**config.mk**
```make
export PLATFORM = sky130hd
export DESIGN_NAME = msix_vec_ctrl
export DESIGN_NICKNAME = d
export VERILOG_FILES = /design/src/rtl/msix_pkg.sv /design/src/rtl/msix_entry_store.sv /design/src/rtl/msix_use_cnt.sv /design/src/rtl/msix_vec_ctrl.sv
export SDC_FILE = /design/constraint.sdc
export NUM_CORES = 2
export LEC_CHECK = 0
export BUFFER_PORTS_ARGS = -buffer_cell sky130_fd_sc_hd__buf_2
export CAP_MARGIN = 20
export CELL_PAD_IN_SITES_DETAIL_PLACEMENT = 0
export CELL_PAD_IN_SITES_GLOBAL_PLACEMENT = 2
export CORE_MARGIN = 2
export CORE_UTILIZATION = 43
export CTS_BUF_LIST = sky130_fd_sc_hd__clkbuf_4 sky130_fd_sc_hd__clkbuf_8
export DETAILED_ROUTE_END_ITERATION = 7
export PLACE_DENSITY_LB_ADDON = 0.1
export SYNTH_ARGS = -nofsm -noshare
export SYNTH_HDL_FRONTEND = slang
export SYNTH_SLANG_ARGS = --single-unit
```
**constraint.sdc**
```tcl
create_clock -name clk -period 3.46 [get_ports clk]
set_input_delay 0.346 -clock clk [delete_from_list [all_inputs] [get_ports clk]]
set_output_delay 0.346 -clock clk [all_outputs]
set_load 0.01 [all_outputs]
```
**src/rtl/msix_pkg.sv**
```systemverilog
package msix_pkg;
  localparam int MAX_VEC   = 32;
  localparam int VEC_IDX_W = 5;
  localparam int PAGE_AW   = 12;

  typedef enum logic [0:0] {ST_IDLE, ST_SCAN} scan_st_e;

  typedef struct packed {
    logic [63:0] addr;
    logic [31:0] data;
  } msg_t;
endpackage

```
**src/rtl/msix_entry_store.sv**
```systemverilog
module msix_entry_store
  import msix_pkg::*;
#(
  parameter int NUM_VEC = 8
) (
  input  logic                 clk,
  input  logic                 rst_n,
  input  logic                 wr_en,
  input  logic [VEC_IDX_W-1:0] wr_idx,
  input  logic [1:0]           wr_word,
  input  logic [31:0]          wr_data,
  input  logic [VEC_IDX_W-1:0] rd_idx,
  input  logic [1:0]           rd_word,
  output logic [31:0]          rd_data,
  input  logic [VEC_IDX_W-1:0] sel_idx,
  output msg_t                 sel_msg,
  output logic [NUM_VEC-1:0]   vmask
);
  logic [NUM_VEC-1:0][31:0] lo_all, hi_all, dat_all;

  for (genvar v = 0; v < NUM_VEC; v++) begin : g_ent
    logic [31:0] lo_q, hi_q, dat_q;
    logic        msk_q;
    logic        hit;
    assign hit = wr_en && (wr_idx == VEC_IDX_W'(v));

    always_ff @(posedge clk or negedge rst_n) begin
      if (!rst_n) begin
        lo_q  <= '0;
        hi_q  <= '0;
        dat_q <= '0;
        msk_q <= 1'b1;
      end else if (hit) begin
        case (wr_word)
          2'd0:    lo_q  <= wr_data;
          2'd1:    hi_q  <= wr_data;
          2'd2:    dat_q <= wr_data;
          default: msk_q <= wr_data[0];
        endcase
      end
    end

    assign lo_all[v]  = lo_q;
    assign hi_all[v]  = hi_q;
    assign dat_all[v] = dat_q;
    assign vmask[v]   = msk_q;
  end

  always_comb begin
    rd_data = '0;
    sel_msg = '0;
    for (int v = 0; v < NUM_VEC; v++) begin
      if (rd_idx == VEC_IDX_W'(v)) begin
        case (rd_word)
          2'd0:    rd_data = lo_all[v];
          2'd1:    rd_data = hi_all[v];
          2'd2:    rd_data = dat_all[v];
          default: rd_data = {31'b0, vmask[v]};
        endcase
      end
      if (sel_idx == VEC_IDX_W'(v)) begin
        sel_msg.addr = {hi_all[v], lo_all[v]};
        sel_msg.data = dat_all[v];
      end
    end
  end
endmodule

```
**src/rtl/msix_use_cnt.sv**
```systemverilog
module msix_use_cnt
  import msix_pkg::*;
#(
  parameter int NUM_VEC = 8,
  parameter int USE_W   = 4
) (
  input  logic                 clk,
  input  logic                 rst_n,
  input  logic                 inc,
  input  logic                 dec,
  input  logic [VEC_IDX_W-1:0] idx,
  output logic [NUM_VEC-1:0]   used,
  output logic [NUM_VEC-1:0]   fall_zero
);
  localparam logic [USE_W-1:0] CNT_MAX = '1;
  localparam logic [USE_W-1:0] CNT_ONE = USE_W'(1);

  for (genvar v = 0; v < NUM_VEC; v++) begin : g_cnt
    logic [USE_W-1:0] cnt_q, cnt_d;
    logic             hit, up, dn;

    assign hit = (idx == VEC_IDX_W'(v));
    assign up  = hit && inc && !dec && (cnt_q != CNT_MAX);
    assign dn  = hit && dec && !inc && (cnt_q != '0);

    always_comb begin
      cnt_d = cnt_q;
      if (up)      cnt_d = cnt_q + CNT_ONE;
      else if (dn) cnt_d = cnt_q - CNT_ONE;
    end

    always_ff @(posedge clk or negedge rst_n) begin
      if (!rst_n)        cnt_q <= '0;
      else if (up || dn) cnt_q <= cnt_d;
    end

    assign used[v]      = (cnt_q != '0);
    assign fall_zero[v] = dn && (cnt_q == CNT_ONE);
  end
endmodule

```
**src/rtl/msix_vec_ctrl.sv**
```systemverilog
module msix_vec_ctrl
  import msix_pkg::*;
#(
  parameter int NUM_VEC = 8,
  parameter int USE_W   = 4
) (
  input  logic                 clk,
  input  logic                 rst_n,
  input  logic                 reg_req,
  input  logic                 reg_we,
  input  logic [PAGE_AW-1:0]   reg_addr,
  input  logic [31:0]          reg_wdata,
  output logic [31:0]          reg_rdata,
  input  logic                 ctl_we,
  input  logic                 ctl_enable,
  input  logic                 ctl_fmask,
  output logic                 cfg_enable,
  output logic                 cfg_fmask,
  output logic [VEC_IDX_W-1:0] tbl_size,
  input  logic                 use_inc,
  input  logic                 use_dec,
  input  logic [VEC_IDX_W-1:0] use_idx,
  input  logic                 irq_valid,
  input  logic [VEC_IDX_W-1:0] irq_vec,
  output logic                 irq_ready,
  output logic                 msg_valid,
  output logic [63:0]          msg_addr,
  output logic [31:0]          msg_data,
  input  logic                 msg_ready
);
  localparam int ENT_SH = 4;
  localparam int IDXF_W = PAGE_AW - 1 - ENT_SH;
  localparam logic [IDXF_W-1:0]    ENT_LIM  = IDXF_W'(NUM_VEC);
  localparam logic [VEC_IDX_W:0]   VEC_LIM  = (VEC_IDX_W+1)'(NUM_VEC);
  localparam logic [VEC_IDX_W-1:0] VEC_LAST = VEC_IDX_W'(NUM_VEC - 1);

  // ---------------- register page decode ----------------
  logic [IDXF_W-1:0]    ent_f;
  logic [VEC_IDX_W-1:0] ent_idx;
  logic [1:0]           ent_word;
  logic                 in_tbl, pend_rd, tbl_wr, addr_unused;
  logic [31:0]          st_rd;

  assign ent_f       = reg_addr[PAGE_AW-2:ENT_SH];
  assign ent_idx     = reg_addr[ENT_SH+VEC_IDX_W-1:ENT_SH];
  assign ent_word    = reg_addr[3:2];
  assign addr_unused = ^reg_addr[1:0];
  assign in_tbl      = !reg_addr[PAGE_AW-1] && (ent_f < ENT_LIM);
  assign pend_rd     = reg_addr[PAGE_AW-1] && (reg_addr[PAGE_AW-2:2] == '0);
  assign tbl_wr      = reg_req && reg_we && in_tbl;

  // ---------------- state ----------------
  logic                 en_q, fm_q;
  logic [NUM_VEC-1:0]   pend_q, pend_d;
  scan_st_e             st_q, st_d;
  logic [VEC_IDX_W-1:0] ptr_q, ptr_d;
  logic                 msg_vq, msg_vd;
  msg_t                 msg_q, sel_msg;

  logic [NUM_VEC-1:0]   vmask, masked_v, used_v, fall_v, irq_oh, ptr_oh;
  logic [VEC_IDX_W-1:0] sel_idx;
  logic func_m, irq_fire, irq_in, irq_send, cand, slot_free;
  logic scan_send, scan_step, unmask_ev, load;

  msix_entry_store #(.NUM_VEC(NUM_VEC)) u_store (
    .clk(clk), .rst_n(rst_n),
    .wr_en(tbl_wr), .wr_idx(ent_idx), .wr_word(ent_word), .wr_data(reg_wdata),
    .rd_idx(ent_idx), .rd_word(ent_word), .rd_data(st_rd),
    .sel_idx(sel_idx), .sel_msg(sel_msg), .vmask(vmask)
  );

  msix_use_cnt #(.NUM_VEC(NUM_VEC), .USE_W(USE_W)) u_use (
    .clk(clk), .rst_n(rst_n), .inc(use_inc), .dec(use_dec), .idx(use_idx),
    .used(used_v), .fall_zero(fall_v)
  );

  assign func_m   = !en_q || fm_q;
  assign masked_v = vmask | {NUM_VEC{func_m}};

  // ---------------- request path ----------------
  assign irq_ready = (st_q == ST_IDLE) && !msg_vq;
  assign irq_fire  = irq_valid && irq_ready;
  assign irq_in    = ({1'b0, irq_vec} < VEC_LIM);

  for (genvar v = 0; v < NUM_VEC; v++) begin : g_oh
    assign irq_oh[v] = irq_fire && irq_in && (irq_vec == VEC_IDX_W'(v));
    assign ptr_oh[v] = (ptr_q == VEC_IDX_W'(v));
  end

  assign irq_send = |(irq_oh & used_v & ~masked_v);

  // ---------------- replay scan ----------------
  assign unmask_ev = (tbl_wr && (ent_word == 2'd3) && !reg_wdata[0]) ||
                     (ctl_we && ctl_enable && !ctl_fmask);
  assign slot_free = !msg_vq || msg_ready;
  assign cand      = (st_q == ST_SCAN) && |(ptr_oh & pend_q & ~masked_v & used_v);
  assign scan_send = cand && slot_free;
  assign scan_step = (st_q == ST_SCAN) && (!cand || slot_free);

  always_comb begin
    st_d  = st_q;
    ptr_d = ptr_q;
    if (unmask_ev) begin
      st_d  = ST_SCAN;
      ptr_d = '0;
    end else if (scan_step) begin
      if (ptr_q == VEC_LAST) st_d  = ST_IDLE;
      else                   ptr_d = ptr_q + VEC_IDX_W'(1);
    end
  end

  // ---------------- pending and message next state ----------------
  assign sel_idx = (st_q == ST_SCAN) ? ptr_q : irq_vec;
  assign load    = irq_send || scan_send;

  always_comb begin
    pend_d = (pend_q | (irq_oh & used_v & masked_v)) & ~fall_v;
    if (scan_send) pend_d = pend_d & ~ptr_oh;
    msg_vd = load || (msg_vq && !msg_ready);
  end

  always_ff @(posedge clk or negedge rst_n) begin
    if (!rst_n) begin
      en_q   <= 1'b0;
      fm_q   <= 1'b0;
      pend_q <= '0;
      st_q   <= ST_IDLE;
      ptr_q  <= '0;
      msg_vq <= 1'b0;
      msg_q  <= '0;
    end else begin
      if (ctl_we) begin
        en_q <= ctl_enable;
        fm_q <= ctl_fmask;
      end
      pend_q <= pend_d;
      st_q   <= st_d;
      ptr_q  <= ptr_d;
      msg_vq <= msg_vd;
      if (load) msg_q <= sel_msg;
    end
  end

  // ---------------- outputs ----------------
  always_comb begin
    reg_rdata = '0;
    if (in_tbl)       reg_rdata = st_rd;
    else if (pend_rd) reg_rdata = 32'(pend_q);
  end

  assign cfg_enable = en_q;
  assign cfg_fmask  = fm_q;
  assign tbl_size   = VEC_LAST;
  assign msg_valid  = msg_vq;
  assign msg_addr   = msg_q.addr;
  assign msg_data   = msg_q.data;
endmodule

```
==> results.py <==
metrics = {
    "yosys": {
        "synth.avg_cell_area_sq_um": 10.9,
        "synth_ff_type": "dfrtp_1",
        "synth-seq-cells": 921,
        "syn_inst": 4570,
        "yosysSeqAreaShare_pct": 46.3,
        "ys_warn_count": 0,
        "synth_cell_types": 75,
        "syn_area_sq_um": 49800,
        "synth_edf_count": 0,
        "synthArstFlopShare_pct": 100,
    },
    "setup_path": {
        "cp_cell_sequence": "mux4_2 -> mux2_2 -> a221oi_1 -> o21ai_0 -> nand3_1 -> nand2_1 -> buf_2",
        "worst-r2r-setup-slack_ps": 340,
        "cp_num_buf_inv": 1,
        "cpLargestDelayFamily": "multiplexers",
        "path_max_fanout": 3,
        "cp.required_ps": 3110,
        "crit_arrival_ps": 2770,
        "cp_slowest_cell": "mux4_2",
        "start_kind": "register",
        "worst_setup_path_end_kind": "primary output",
        "cpPeakStageDelay_ps": 450,
        "critical_path_class": "reg2out",
    },
    "cts": {
        "tritoncts": "done",
        "clkLatencyLatePin_ps": 860,
        "clk_pin_slew_ps": 60,
        "numCtsBuffers": 168,
        "postCtsHoldBufs": 10,
        "post_cts_resized": 0,
        "postCtsSetupBuffers": 0,
        "clockBufferDepth": 3,
        "h-tree-depth": 4,
        "clock_sinks": 921,
        "clock-root-buffer": "clkbuf_8",
    },
    "cells_and_area": {
        "drive_above_1_share_pct": 34.6,
        "n_fill_cell": 10700,
        "multi_input_area_sq_um": 24900,
        "seq_area_sq_um": 23100,
        "layout.nets": 4837,
        "areaGrowthSynthToFinish_pct": 15.9,
    },
    "sta": {
        "setup_viol": 0,
        "maxSlewViolCount": 0,
        "slew_headroom_pct": 30.8,
        "period_share_pct": 90.2,
        "rsz0062_at_grt": "no",
        "fin_setup_tns_ps": 0,
        "min_period_ps": 3120,
        "tightest_slew_ps": 1040,
        "fmax_ghz": 0.320,
        "finalHoldViolations": 0,
        "skew_ps": 41.3,
    },
    "drt": {
        "m1WireLength_microns": 84100,
        "remaining_drc_errors": 0,
        "routed_wirelength_microns": 186000,
        "met3_length_microns": 12800,
        "vias_per_cell": 6.13,
        "first_pass_iters": 6,
        "wl_per_cell_microns": 29.0,
        "via_count": 39200,
        "routed.top_layer": "met5",
        "dr_wl_met2_microns": 83100,
        "drt_iter0_markers": 3184,
        "route.antenna.remaining_nets": 0,
    },
    "global_route": {
        "track_usage_pct": 31.2,
        "grt_overflow_total": 0,
        "grt_pass1_wl_microns": 273000,
        "grt_pass1_vias": 39600,
        "grt_antenna_before_repair": 11,
        "grt_max_degree": 105,
    },
    "run_status": {
        "status": "complete, no violations",
    },
    "die": {
        "die_y_microns": 344,
        "num_io_pins": 202,
        "die_w_microns": 344,
        "core_area_sq_um": 115000,
        "fp-row-count": 124,
        "initial_core_util_pct": 43.5,
        "die_area_sq_um": 118000,
    },
    "power_and_ir_drop": {
        "p_total_w": 0.0352,
        "power_leakage_nw": 27.8,
        "p_per_area_nw_per_um2": 610,
        "ir_drop_v": 0.000482,
    },
    "min_path": {
        "hold_path.class": "in2reg",
    },
    "placed_design": {
        "portBuffers": 194,
        "dpl.hpwl_microns": 117000,
        "routabilityCongestion": 0.837,
    },
    "job": {
        "cap_violations": 0,
    },
}
cells in the final DEF (no fill, tap or decap), types with 115 or more instances in the layout:
master	n
mux2i_1	283
nand2_1	445
a22oi_1	153
o21ai_0	289
mux2_2	828
a21oi_1	297
o22ai_1	115
buf_4	157
buf_2	191
clkbuf_8	222
dfrtp_1	912
metal layers:
metal / GRT usage (%) / up-vias
li1: - / 17200
met1: 44.4 / 20200
met2: 47.9 / 1442
met3: 5.95 / 316
met4: 10.1 / 4
met5: 0 / -
logic make-up after synthesis:
logic type	Yosys count	share of synthesized area [%]
other cells	2	0.0151
compound gates	1189	15.4
fa+ha+maj	29	0.729
flops	921	46.3
simple gates	698	6.21
xor+xnor	25	0.440
buf+inv	526	4.31
mux	1180	26.6
stage by stage:
step / cells / setup WS (ps) / util [%] / area (sq um) / hold WS (ps)
global placement: 6075 / 429 / 47.0 / 53800 / 439
finish: 6400 / 340 / 50.4 / 57700 / 71.7
floorplan: 4573 / 707 / - / 49800 / 50.4
detailed placement: 6075 / 363 / 47.0 / 53800 / 445
CTS: 6394 / 252 / 50.4 / 57700 / 6.27
global route: 6395 / 124 / 50.4 / 57700 / 55.7
final cells by class:
type	count	share of cell area (%)
antenna	6	0.0260
clock buffer	286	6.13
clock inverter	23	0.377
inverter	92	0.599
multi-input combinational	3126	43.1
sequential	921	40.0
tap	1512	3.28
timing repair buffer	434	6.48
report_power, final:
part           switching, W  internal (W)  leakage [nW]
Combinational       0.00789       0.00383          13.2
Clock               0.00487       0.00663          1.99
Sequential         0.000546        0.0114          12.6
state kept, by name (all words and copies together) (netlist names):
register	flops
u_store.g_ent.dat_q	256
u_store.g_ent.hi_q	256
u_store.g_ent.lo_q	256
msg_addr	64
msg_data	32
u_use.g_cnt.cnt_q	32
pend_q	8
u_store.g_ent.msk_q	8
ptr_q	5
cfg_enable	1
cfg_fmask	1
msg_valid	1
st_q	1
final timing paths:
| check | startpoint | to | cells after the start |
|---|---|---|---|
| worst max-delay path | u_store.g_ent[1].lo_q[0]$_DFFE_PN0P_ | reg_rdata[0] | 7 |
| worst min-delay path | reg_wdata[31] | u_store.g_ent[7].hi_q[31]$_DFFE_PN0P_ | 2 |
| worst max register to register | u_use.g_cnt[3].cnt_q[0]$_DFFE_PN0P_ | msg_data[28]$_DFFE_PN0P_ | 10 |
| worst min register to register | msg_addr[50]$_DFFE_PN0P_ | msg_addr[50]$_DFFE_PN0P_ | 1 |
| max in group asynchronous | rst_n | u_store.g_ent[0].msk_q$_DFFE_PN1P_ | 3 |
| min in group asynchronous | rst_n | u_store.g_ent[7].lo_q[5]$_DFFE_PN0P_ | 2 |
cells in the mapped netlist (10+ instances only):
cell type | number | area share [%]
o21ai_0 | 289 | 2.9
mux2_2 | 829 | 19
xnor2_1 | 21 | 0.37
clkbuf_1 | 322 | 2.4
a22oi_1 | 153 | 2.3
a211oi_1 | 13 | 0.20
a21oi_1 | 297 | 3.0
o22ai_1 | 115 | 1.4
or3_1 | 13 | 0.16
nor3_1 | 30 | 0.30
a211o_1 | 62 | 1.1
ha_1 | 29 | 0.73
a31oi_1 | 45 | 0.57
nor2b_1 | 29 | 0.36
nand2_1 | 467 | 3.5
buf_1 | 72 | 0.54
o211ai_1 | 10 | 0.15
buf_2 | 23 | 0.23
nor3b_1 | 13 | 0.20
mux2_4 | 53 | 1.6
o32ai_1 | 14 | 0.25
inv_1 | 90 | 0.68
a221o_1 | 42 | 0.84
a221oi_1 | 42 | 0.74
nand3_1 | 24 | 0.24
nor2_1 | 60 | 0.45
o2bb2ai_1 | 47 | 0.83
dfrtp_1 | 913 | 46
nand2b_1 | 10 | 0.13
mux2i_1 | 285 | 5.7
o221ai_1 | 24 | 0.42
Note: power is estimated with default switching activity, not from simulation.
